[src/rtl/pic_pkg.sv]
`timescale 1ns/1ps
package pic_pkg;
  localparam int DW     = 8;
  localparam int NL     = 8;
  localparam int LW     = $clog2(NL);

  typedef enum logic [2:0] {
    PRI_AUTO_CLR = 3'b000,
    PRI_NS_EOI   = 3'b001,
    PRI_NOP      = 3'b010,
    PRI_SP_EOI   = 3'b011,
    PRI_AUTO_SET = 3'b100,
    PRI_ROT_NS   = 3'b101,
    PRI_SET_LOW  = 3'b110,
    PRI_ROT_SP   = 3'b111
  } pri_code_e;

  typedef struct packed {
    logic          mask_we;
    logic          eoi_ns;
    logic          eoi_sp;
    logic          rot;
    logic          set_low;
    logic [LW-1:0] lvl;
    logic          smm_set;
    logic          smm_clr;
    logic          poll_arm;
    logic          rsel_we;
    logic          rsel_isr;
  } pic_cmd_t;
endpackage

[src/rtl/pic_cmd_decode.sv]
`timescale 1ns/1ps
module pic_cmd_decode
  import pic_pkg::*;
(
  input  logic          wr_i,
  input  logic          addr_i,
  input  logic [DW-1:0] wdata_i,
  output pic_cmd_t      cmd_o
);
  pri_code_e code;
  assign code = pri_code_e'(wdata_i[7:5]);

  always_comb begin
    cmd_o     = '0;
    cmd_o.lvl = wdata_i[LW-1:0];
    if (wr_i) begin
      if (addr_i) begin
        cmd_o.mask_we = 1'b1;
      end else begin
        unique case (wdata_i[4:3])
          2'b00: begin
            unique case (code)
              PRI_NS_EOI:  cmd_o.eoi_ns = 1'b1;
              PRI_SP_EOI:  cmd_o.eoi_sp = 1'b1;
              PRI_ROT_NS:  begin cmd_o.eoi_ns = 1'b1; cmd_o.rot = 1'b1; end
              PRI_ROT_SP:  begin cmd_o.eoi_sp = 1'b1; cmd_o.rot = 1'b1; end
              PRI_SET_LOW: cmd_o.set_low = 1'b1;
              default: ; // auto-EOI rotate codes and nop do nothing
            endcase
          end
          2'b01: begin
            cmd_o.smm_set  = wdata_i[6] &  wdata_i[5];
            cmd_o.smm_clr  = wdata_i[6] & ~wdata_i[5];
            cmd_o.poll_arm = wdata_i[2];
            cmd_o.rsel_we  = wdata_i[1];
            cmd_o.rsel_isr = wdata_i[0];
          end
          default: ;
        endcase
      end
    end
  end
endmodule

[src/rtl/pic_edge_det.sv]
`timescale 1ns/1ps
module pic_edge_det #(
  parameter int N = 8
) (
  input  logic         clk_i,
  input  logic         rst_ni,
  input  logic [N-1:0] line_i,
  output logic [N-1:0] rise_o
);
  logic [N-1:0] line_q;

  always_ff @(posedge clk_i or negedge rst_ni) begin
    if (!rst_ni) line_q <= '0;
    else         line_q <= line_i;
  end

  assign rise_o = line_i & ~line_q;
endmodule

[src/rtl/pic_prio_res.sv]
`timescale 1ns/1ps
module pic_prio_res #(
  parameter int N  = 8,
  localparam int LW = $clog2(N)
) (
  input  logic [N-1:0]  vec_i,
  input  logic [LW-1:0] lowest_i,
  output logic          found_o,
  output logic [LW-1:0] lvl_o,
  output logic [LW-1:0] rank_o
);
  // rank 0 is the level just above lowest_i; scan down so the best rank wins last
  always_comb begin
    found_o = 1'b0;
    lvl_o   = '0;
    rank_o  = '0;
    for (int k = N - 1; k >= 0; k--) begin
      if (vec_i[LW'(lowest_i + LW'(k + 1))]) begin
        found_o = 1'b1;
        lvl_o   = LW'(lowest_i + LW'(k + 1));
        rank_o  = LW'(k);
      end
    end
  end
endmodule

[src/rtl/prio_irq_ctrl.sv]
`timescale 1ns/1ps
module prio_irq_ctrl
  import pic_pkg::*;
#(
  parameter int N_LVL = NL,
  localparam int LVW  = $clog2(N_LVL)
) (
  input  logic             clk_i,
  input  logic             rst_ni,
  input  logic [N_LVL-1:0] irq_i,
  input  logic             wr_i,
  input  logic             rd_i,
  input  logic             addr_i,
  input  logic [DW-1:0]    wdata_i,
  output logic [DW-1:0]    rdata_o,
  input  logic             ack_i,
  output logic             int_o,
  output logic [LVW-1:0]   ack_lvl_o
);
  logic [N_LVL-1:0] irr_q, isr_q, imr_q;
  logic [N_LVL-1:0] irr_d, isr_d;
  logic [LVW-1:0]   lowest_q, lowest_d;
  logic             smm_q, poll_q, rsel_isr_q;

  pic_cmd_t         cmd;
  logic [N_LVL-1:0] rise, pending, cand;
  logic             req_found, isr_found, int_w, ack_fire;
  logic [LVW-1:0]   req_lvl, req_rank, isr_lvl, isr_rank;

  pic_cmd_decode u_dec (
    .wr_i    (wr_i),
    .addr_i  (addr_i),
    .wdata_i (wdata_i),
    .cmd_o   (cmd)
  );

  pic_edge_det #(.N(N_LVL)) u_edge (
    .clk_i  (clk_i),
    .rst_ni (rst_ni),
    .line_i (irq_i),
    .rise_o (rise)
  );

  assign pending = irr_q & ~imr_q;
  assign cand    = smm_q ? (pending & ~isr_q) : pending;

  pic_prio_res #(.N(N_LVL)) u_req_res (
    .vec_i    (cand),
    .lowest_i (lowest_q),
    .found_o  (req_found),
    .lvl_o    (req_lvl),
    .rank_o   (req_rank)
  );

  pic_prio_res #(.N(N_LVL)) u_isr_res (
    .vec_i    (isr_q),
    .lowest_i (lowest_q),
    .found_o  (isr_found),
    .lvl_o    (isr_lvl),
    .rank_o   (isr_rank)
  );

  assign int_w    = req_found & (smm_q | ~isr_found | (req_rank < isr_rank));
  assign ack_fire = int_w & (ack_i | (rd_i & poll_q));

  assign int_o     = int_w;
  assign ack_lvl_o = req_lvl;

  always_comb begin
    if (poll_q)      rdata_o = {int_w, {(DW-1-LVW){1'b0}}, int_w ? req_lvl : LVW'(0)};
    else if (addr_i) rdata_o = imr_q;
    else             rdata_o = rsel_isr_q ? isr_q : irr_q;
  end

  always_comb begin
    irr_d    = irr_q;
    isr_d    = isr_q;
    lowest_d = lowest_q;
    if (ack_fire) begin
      irr_d[req_lvl] = 1'b0;
      isr_d[req_lvl] = 1'b1;
    end
    irr_d = irr_d | rise;
    if (cmd.eoi_ns && isr_found) begin
      isr_d[isr_lvl] = 1'b0;
      if (cmd.rot) lowest_d = isr_lvl;
    end
    if (cmd.eoi_sp) begin
      isr_d[cmd.lvl] = 1'b0;
      if (cmd.rot) lowest_d = cmd.lvl;
    end
    if (cmd.set_low) lowest_d = cmd.lvl;
  end

  always_ff @(posedge clk_i or negedge rst_ni) begin
    if (!rst_ni) begin
      irr_q      <= '0;
      isr_q      <= '0;
      imr_q      <= '0;
      lowest_q   <= LVW'(N_LVL - 1);
      smm_q      <= 1'b0;
      poll_q     <= 1'b0;
      rsel_isr_q <= 1'b0;
    end else begin
      irr_q    <= irr_d;
      isr_q    <= isr_d;
      lowest_q <= lowest_d;
      if (cmd.mask_we) imr_q <= wdata_i[N_LVL-1:0];
      if (cmd.smm_set)      smm_q <= 1'b1;
      else if (cmd.smm_clr) smm_q <= 1'b0;
      if (cmd.poll_arm)           poll_q <= 1'b1;
      else if (rd_i)              poll_q <= 1'b0;
      if (cmd.rsel_we) rsel_isr_q <= cmd.rsel_isr;
    end
  end
endmodule

[config.mk]
export PLATFORM = sky130hd
export DESIGN_NAME = prio_irq_ctrl
export DESIGN_NICKNAME = d
export VERILOG_FILES = /design/src/rtl/pic_pkg.sv /design/src/rtl/pic_cmd_decode.sv /design/src/rtl/pic_edge_det.sv /design/src/rtl/pic_prio_res.sv /design/src/rtl/prio_irq_ctrl.sv
export SDC_FILE = /design/constraint.sdc
export NUM_CORES = 1
export LEC_CHECK = 0
export BUFFER_PORTS_ARGS = -buffer_cell sky130_fd_sc_hd__buf_4
export CORE_MARGIN = 4
export CORE_UTILIZATION = 55
export CTS_CLUSTER_DIAMETER = 100
export DETAILED_ROUTE_END_ITERATION = 7
export PLACE_DENSITY = 0.74
export SYNTH_ARGS = -nofsm -noshare
export SYNTH_HDL_FRONTEND = slang
export SYNTH_SLANG_ARGS = --single-unit
[constraint.sdc]
create_clock -name clk_i -period 6 [get_ports clk_i]
set_input_delay 0.9 -clock clk_i [delete_from_list [all_inputs] [get_ports clk_i]]
set_output_delay 0.9 -clock clk_i [all_outputs]
set_load 0.03 [all_outputs]
## After elaboration in Yosys (flattened, before gate mapping)

Cells that the tools add are included.

| storage, ports and cells | value |
|---|---|
| register bits | 38 |
| logic and storage cells | 185 |
| input port bits | 22 |
| output and inout port bits | 12 |

| operators by class | value |
|---|---|
| add/sub/neg operators | 7 |
| magnitude comparators | 15 |
| reductions and logical operators | 10 |
| mux-type cells | 115 |
| bitwise logic cells | 24 |
| equal/unequal tests | 6 |

Operators with widths:

| cell | number |
|---|---|
| 3-bit 2-to-1 mux | 38 |
| 8-bit 2-to-1 mux | 8 |
| 8-bit AND | 6 |
| 1-bit binary-select mux with 3-bit select | 16 |
| 8-bit NOT | 6 |
| 3-bit by 4-bit less-than comparator with 1-bit output (second input constant) | 11 |
| 1-bit 2-to-1 mux | 44 |
| 5-bit 2-to-1 mux | 4 |
| 8-bit bitwise OR | 2 |
| 3-bit adder (second input constant) | 4 |
| 1-bit demux with 3-bit select | 3 |
| 3-bit == test (second input constant) | 3 |
| 3-bit by 1-bit greater-or-equal comparator with 1-bit output (second input constant) | 3 |
| 4-bit 2-to-1 mux | 2 |
| 3-bit by 2-bit adder with 3-bit output (second input constant) | 2 |
| 2-bit OR reduction | 3 |
| 1-bit AND | 5 |
| 1-bit logical AND | 4 |
| 2-bit nonzero test | 2 |
| 3-bit by 1-bit adder with 3-bit output (second input constant) | 1 |
| 3-bit by 1-bit == test with 1-bit output (second input constant) | 1 |
| 3-bit by 2-bit == test with 1-bit output (second input constant) | 1 |
| 3-bit less-than comparator | 1 |
| 1-bit bitwise OR | 3 |
| other kinds (3) | 4 |

## Longest topological paths before layout

Gate-level depths: netlist of run 1.

| depth | value |
|---|---|
| depth after elaboration | 24 |
| depth in mapped cells | 19 |
| gate-level depth less buffers | 16 |

## Hierarchy

Synthesis of run 1 repeated with hierarchy kept, for this count alone.

| second synthesis, totals | value |
|---|---|
| cell total of the unflattened synthesis | 462 |
| area total of the unflattened synthesis | 4419.2 um2 |

By module, submodules not included:

| module | sequential area each (um2) | cells each | area each (um2) | instances |
|---|---|---|---|---|
| pic_prio_res | 0.0 | 123 | 1101.1 | 2 |
| prio_irq_ctrl | 754.5 | 185 | 1771.7 | 1 |
| pic_edge_det | 200.2 | 16 | 310.3 | 1 |
| pic_cmd_decode | 0.0 | 15 | 135.1 | 1 |

## Least setup slack after synthesis of run 1

OpenSTA, ideal clock, no wires.

| timing | value |
|---|---|
| kind | register -> output |
| from | reg lowest_q[0] |
| to | out rdata_o[1] |
| cell stages (with the launch flop) | 17 |
| arrival time | 4202 ps |
| slack | 898 ps |
| required time | 5100 ps |
| path buffers | 3 |
| path through | dfstp_2 buf_2 inv_2 buf_2 ha_1 buf_6 inv_1 mux4_2 mux2i_1 o32a_1 nor2_1 nor3_1 ha_1 a211oi_2 a21o_2 a21boi_4 a31o_1 |

| between the ends | value |
|---|---|
| cells in the longest elaborated chain, start to end | 16 |
| elaborated cells on any way between the ends | 86 |
| those cells by class | 7 x add/sub; 1 x order compare; 74 x mux; 4 x bitwise |

RTL lines:

| what | line | text |
|---|---|---|
| start, declared | prio_irq_ctrl.sv:22 | `logic [LVW-1:0] lowest_q, lowest_d;` |
| start signal, assigned | prio_irq_ctrl.sv:100 | `lowest_q <= LVW'(N_LVL - 1);` |
| start signal, assigned | prio_irq_ctrl.sv:107 | `lowest_q <= lowest_d;` |
| branches (longest 13 deep; another with 3-bit adder) | - |  |
| 1-bit AND * | prio_irq_ctrl.sv:63 | `assign int_w = req_found & (smm_q \| ~isr_found \| (req_rank < isr_rank));` |
| named net int_o | prio_irq_ctrl.sv:17 | `output logic int_o,` |
| 3-bit 2-to-1 mux * | prio_irq_ctrl.sv:70 | `if (poll_q) rdata_o = {int_w, {(DW-1-LVW){1'b0}}, int_w ? req_lvl : LVW'(0)};` |
| 8-bit 2-to-1 mux * | prio_irq_ctrl.sv:70 |  |
| end, declared | prio_irq_ctrl.sv:15 | `output logic [DW-1:0] rdata_o,` |

Mark *: on every way through the listed nets, which the timed path passes. The select of a mux whose other input is x is not followed.

## Worst setup path after layout of run 1

| timing | value |
|---|---|
| from | reg lowest_q[1] |
| to | out rdata_o[0] |

| between the ends | value |
|---|---|
| cells in the longest elaborated chain, start to end | 16 |
| elaborated cells on any way between the ends | 86 |
| those cells by class | 7 x add/sub; 1 x order compare; 74 x mux; 4 x bitwise |

RTL lines:

| what | line |
|---|---|
| branches (longest 14 deep; another with 3-bit adder) | - |
| 3-bit 2-to-1 mux * | prio_irq_ctrl.sv:70 |
| 8-bit 2-to-1 mux * | prio_irq_ctrl.sv:70 |

Mark *: on every way between the ends. The select of a mux whose other input is x is not followed.

==> impl_metrics.yaml, run 1 <==
clocking:
  postCtsHoldBufs: 0
  clkSinkCount: 38
  clock-root-buffer: "clkbuf_8"
  cts_buffer_depth: 2
  clk_latency_ps: 290
  tritoncts: "done"
  cts_htree_levels: 2
  clk_pin_slew_ps: 80
  numCtsBuffers: 5
final_layout:
  nFillCells: 688
  num_antenna_cells: 0
  drive_above_1_share_pct: 25.42
  mostFrequentLayoutCells: "39 x buf_4, 38 x nand2_1, 36 x a21oi_1, 35 x dfrtp_1, 31 x nor2_1"
  nets: 501
  ff_latch_area_um2: 954.7
  area_growth_pct: 9.365
  layout_commonest_cell: "buf_4"
  multi_input_comb_area_um2: 2914
setup_path:
  critPathMaxFanout: 26
  cp_top_family: "simple AND/OR/NAND/NOR gates"
  crit_end: "rdata_o[0]"
  endpoint_kind: "output pin"
  r2r_setup_slack_ps: 1330
  cp.required_ps: 5100
  cpMostUsedCell: "o21ai_0"
  cp.arrival_ps: 4720
  path_depth: 16
  crit_slowest_cell: "dfstp_2"
  crit_type: "reg2out"
  r2r-start: "lowest_q[1]"
  worstPathCellList: "buf_4 -> ha_1 -> xnor2_1 -> mux2_2 -> nor2b_2 -> nand2_1 -> and3_1 -> o21ai_0 -> ha_1 -> o21ai_0 -> a21oi_1 -> nand2_1 -> nor3b_2 -> o21ai_0 -> o21ai_0 -> buf_4"
  rr_worst_depth: 15
  crit_buf_inv: 2
  setup.worst_path.start_class: "flip-flop"
  slowest_delay_ps: 540
  critPathLaunch: "lowest_q[1]"
  r2r-end: "irr_q[1]"
synthesis:
  syn_area_per_cell_um2: 8.984
  ys_seq_area_share_pct: 23.05
  yosys_most_used_dff: "dfrtp_1"
  synth_warnings: 0
  synth_nets: 487
  synthDistinctLibCells: 88
  syn_inst: 461
  synth_edf_count: 0
  synthArstFlopShare_pct: 100.0
  ys_seq_elements: 38
  mappedNetlistArea_um2: 4141
sta:
  setup-tns-final_ps: 0
  min_period_ps: 5619
  rsz0062_at_grt: "no"
  finalHoldViolCount: 0
  max_slew_margin_pct: 48.86
  max_freq_ghz: 0.1780
  maxSlewViolCount: 0
  tightest_slew_ps: 756.4
  finalCritPeriodShare_pct: 93.65
  setup_viol: 0
  clock_skew_ps: 13.88
routing:
  antenna_left: 0
  first_iter_violations: 366
  first_pass_iters: 5
  routed_wirelength_um: 12090
  viasPerCell: 6.897
  vias: 3966
  wl_per_cell_um: 21.02
  drc: 0
grt:
  grt_pass1_wl_um: 19560
  antenna_found_initial: 0
  grt_use_total_pct: 28.28
  grt_pass1_vias: 3715
  grt_max_degree: 39
  grt_overflow_total: 0
job:
  maxCapViolCount: 0
placed_design:
  port_buffers: 33
  gp_congestion: 0.9540
  dp_hpwl_um: 9147
die:
  io_pins: 34
  die_area_um2: 8982
  num_rows: 31
  core_um2: 7292
  die_y_um: 94.78
  initial_utilization_pct: 56.79
  fp.dieW_um: 94.78
status:
  outcome: "finished, final reports clean"
hold_path:
  hp-class: "reg2reg"
-- repair_timing --
action | 4_1_cts | 5_1_grt
endpoints found under the setup margin | 0 | 1
gates resized for setup | 0 | 1
buffers inserted | 0 | 0
-- cell type report --
cell class / instances / area share, %
clock buffer: 5 / 1.519
clock inverter: 3 / 1.519
sequential: 38 / 21.08
inverter: 27 / 2.348
tap: 99 / 2.735
timing repair buffer: 39 / 6.464
multi-input combinational: 364 / 64.34
-- registers in the layout (all words and copies together), names as in the netlist --
register / cells
rsel_isr_q: 1
imr_q: 8
isr_q: 8
u_edge.line_q: 8
lowest_q: 3
irr_q: 8
poll_q: 1
smm_q: 1
-- stage by stage --
step | hold WS [ps] | util (%) | std cells | setup WS (ps) | cell area, um2
detailed placement | 512.9 | 60.19 | 567 | 656.7 | 4389
floorplan | 487.8 | - | 461 | 898.2 | 4141
global placement | 509.0 | 60.19 | 567 | 773.2 | 4389
finish | 531.2 | 62.11 | 575 | 381.2 | 4529
CTS | 530.3 | 62.08 | 575 | 339.1 | 4527
global route | 554.4 | 62.11 | 575 | 118.4 | 4529
-- synth_stat cells, types with 6 or more instances --
| cell type | number | area share (%) |
|---|---|---|
| mux2i_1 | 18 | 4.4 |
| mux4_2 | 21 | 11 |
| o21ai_0 | 15 | 1.8 |
| nand2_1 | 38 | 3.4 |
| nor2_1 | 31 | 2.8 |
| nor3_1 | 6 | 0.73 |
| mux2_2 | 23 | 6.3 |
| nand3_1 | 8 | 0.97 |
| o211ai_1 | 8 | 1.5 |
| clkbuf_1 | 16 | 1.5 |
| a21oi_1 | 36 | 4.4 |
| inv_1 | 23 | 2.1 |
| nor3b_1 | 11 | 2.0 |
| nand4_1 | 8 | 1.2 |
| buf_2 | 9 | 1.1 |
| dfrtp_1 | 35 | 21 |
| nand2b_1 | 16 | 2.4 |
| a22o_1 | 11 | 2.3 |
| nor2b_1 | 6 | 0.91 |
-- layer usage --
metal	track usage, %	share of wire [%]
met5	0	0
met3	6.375	9.4
met2	42.10	44
met4	12.02	4.4
met1	39.47	42
-- logic make-up after synthesis --
family	count (synthesis)	synth area share (%)
xor+xnor	4	1.027
flops	38	23.05
compound gates	139	24.77
fa+ha+maj	4	1.209
simple gates	151	19.82
mux	66	23.47
buf+inv	59	6.646
-- how the worst min path moves through the flow --
stage               slack (ps)      from        to  depth (start not counted)
floorplan                  490  irr_q[0]  irr_q[0]                          1
global placement           510  imr_q[7]  imr_q[7]                          1
detailed placement         510  imr_q[7]  imr_q[7]                          1
CTS                        530  imr_q[7]  imr_q[7]                          1
global route               550  imr_q[7]  imr_q[7]                          1
finish                     530  imr_q[7]  imr_q[7]                          1
Power of run 1 is left out: the tool's default activity adds up to more than one toggle a clock period on the data nets, which glitch-free logic cannot reach.
==> run 2: changes to the inputs <==
--- a/config.mk
+++ b/config.mk
@@ -7,10 +7,10 @@
 export LEC_CHECK = 0
 export BUFFER_PORTS_ARGS = -buffer_cell sky130_fd_sc_hd__buf_4
 export CORE_MARGIN = 4
-export CORE_UTILIZATION = 55
+export CORE_UTILIZATION = 40
 export CTS_CLUSTER_DIAMETER = 100
 export DETAILED_ROUTE_END_ITERATION = 7
-export PLACE_DENSITY = 0.74
 export SYNTH_ARGS = -nofsm -noshare
 export SYNTH_HDL_FRONTEND = slang
+export SYNTH_HIERARCHICAL = 1
 export SYNTH_SLANG_ARGS = --single-unit
==> run 2 against run 1 <==
Register-to-register slack is essentially flat. Final area grew 7.8%. Die area grew 42%. Non-clock buffer count grew 5. Wire length grew 3.0%. Global-route usage shrank 8.9 points. First-iteration DRC count shrank 39%. Worst setup slack gained 100 ps. Fmax grew 1.9%. Critical path depth shrank 1. Final cell count grew 8.7%. Synthesized area grew 6.7%. Largest cell class unchanged.
==> impl_metrics.yaml, run 2 <==
power_and_ir_drop:
  power_density_nw_per_um2: 501.1
  peakVddDrop_mv: 0.2302
  p_leak_nw: 1.954
  power.total_w: 0.002447
final_layout:
  drive_above_1_share_pct: 25.36
  multi_input_comb_area_um2: 3164
  ff_latch_area_um2: 954.7
  mostFrequentLayoutCells: "44 x buf_4, 36 x mux2i_1, 35 x dfrtp_1, 31 x inv_1, 29 x nor2_1"
  layout_commonest_cell: "buf_4"
  num_antenna_cells: 0
  nets: 512
  nFillCells: 1031
  area_growth_pct: 10.50
synthesis:
  synth.most_common_cell: "mux2i_1"
  synth_top_area_share_pct: 19.82
  synthArstFlopShare_pct: 100.0
  synth_nets: 490
  yosys-top-cells-area: "dfrtp_1 20%, mux4_1 8.3%, mux2i_1 8.2%"
  ys_seq_area_share_pct: 21.60
  ys_seq_elements: 38
  synth_warnings: 6
  synth_commonest_cells: "36 x mux2i_1, 35 x dfrtp_1, 31 x inv_1, 29 x nor2_1, 26 x nand2_1"
  yosys_most_used_dff: "dfrtp_1"
  synthDistinctLibCells: 69
  mappedNetlistArea_um2: 4419
  synth_top_area_cell: "dfrtp_1"
  syn_inst: 462
  syn_area_per_cell_um2: 9.565
  synth_edf_count: 0
status:
  outcome: "finished, final reports clean"
sta:
  finalCritPeriodShare_pct: 91.90
  min_period_ps: 5514
  tightest_slew_ps: 977.7
  maxSlewViolCount: 0
  clock_skew_ps: 10.68
  setup-tns-final_ps: 0
  max_slew_margin_pct: 34.42
  max_freq_ghz: 0.1813
  finalHoldViolCount: 0
  setup_viol: 0
  rsz0062_at_grt: "no"
die:
  die_area_um2: 12790
  initial_utilization_pct: 40.77
  die_y_um: 113.1
  num_rows: 38
  core_um2: 10840
  fp.dieW_um: 113.1
  io_pins: 34
grt:
  grt_pass1_wl_um: 20220
  grt_max_degree: 39
  grt_pass1_vias: 3831
  antenna_found_initial: 0
  grt_use_total_pct: 19.41
  grt_overflow_total: 0
placed_design:
  dp_hpwl_um: 9326
  gp_congestion: 0.8734
  port_buffers: 33
routing:
  first_iter_violations: 222
  wl_per_cell_um: 19.93
  antenna_left: 0
  drc: 0
  vias: 3890
  first_pass_iters: 5
  viasPerCell: 6.224
  routed_wirelength_um: 12450
setup_path:
  cp.arrival_ps: 4610
  rr_worst_depth: 12
  cp.required_ps: 5100
  endpoint_kind: "output pin"
  setup.worst_path.start_class: "flip-flop"
  crit_type: "reg2out"
  critPathMaxFanout: 16
clocking:
  cts_buffer_depth: 2
  cts_htree_levels: 2
  numCtsBuffers: 5
  clkSinkCount: 38
  clock-root-buffer: "clkbuf_8"
  post-cts-setup-buffer-count: 0
  ctsResizeCount: 0
  clk_latency_ps: 290
  clk_pin_slew_ps: 70
  tritoncts: "done"
  postCtsHoldBufs: 0
hold_path:
  min_path_cells: 1
  hp-class: "reg2reg"
job:
  maxCapViolCount: 0
-- run 2: cell types whose count changed after synthesis, sizes merged, moves of 5 or more --
cell | before | now
a22o | 11 | 2
nor3 | 7 | 13
a21oi | 36 | 22
a211o | 0 | 5
mux2i | 19 | 36
inv | 25 | 31
nor3b | 12 | 1
nor2b | 7 | 18
a21o | 5 | 10
o21bai | 1 | 6
nand2 | 39 | 26
-- run 2: cells by family after synthesis --
family | synth area share [%]
flops | 21.60
xor+xnor | 1.189
fa+ha+maj | 1.699
buf+inv | 6.795
compound gates | 22.88
mux | 28.37
simple gates | 17.47
-- run 2: critical path: stages, from the launching register on --
cell     delay [ps]
dfstp_2         750
buf_4           320
inv_1            80
ha_1            490
buf_4           260
mux4_1          360
mux2i_1         390
nand2_1         170
a21oi_1         170
nor2_1           60
ha_1            270
inv_1            50
o21ai_2         340
nand2_1         130
mux2_2          300
buf_4           170
-- run 2: path summary, 6_finish.rpt --
path	to	start	slack, ps
hold / removal	irr_q[2]	irr_q[2]	510
min in group asynchronous	poll_q	rst_ni	570
setup reg to reg	irr_q[0]	flip-flop	1340
setup / recovery	rdata_o[7]	flip-flop	490
max in group asynchronous	lowest_q[2]	rst_ni	5070
hold reg to reg	irr_q[2]	irr_q[2]	510
-- run 2: layer usage --
layer  GRT usage (%)  part of all wire (%)  vias to the layer above
li1                -                     -                     1830
met1           26.36                    45                     1874
met2           32.50                    48                      162
met3           2.513                   5.6                       24
met4           5.529                   2.0                        0
met5               0                     0                        -
-- run 2: power breakdown --
| part | switching, W | internal, W |
|---|---|---|
| combinational | 0.00102 | 0.000720 |
| clock | 0.0000917 | 0.000177 |
| sequential | 0.000123 | 0.000314 |
-- run 2: metrics by stage --
stage               setup WS, ps  util, %  hold WS, ps  area, um2  cells
finish                     485.8    45.05        510.4       4883    625
global route               169.8    45.05        524.2       4883    625
CTS                        488.7    45.05        514.6       4883    625
detailed placement         820.5    43.73        497.9       4741    617
global placement           858.4    43.73        497.5       4741    617
floorplan                  493.7        -        470.7       4419    462
-- run 2: final cells by class --
type / instances / area share (%)
Sequential cell: 38 / 19.55
Multi-Input combinational cell: 364 / 64.80
Clock buffer: 6 / 1.691
Inverter: 31 / 2.383
Timing Repair Buffer: 44 / 6.764
Clock inverter: 2 / 1.230
Tap cell: 140 / 3.587
Power figures use the tool's default switching activity.
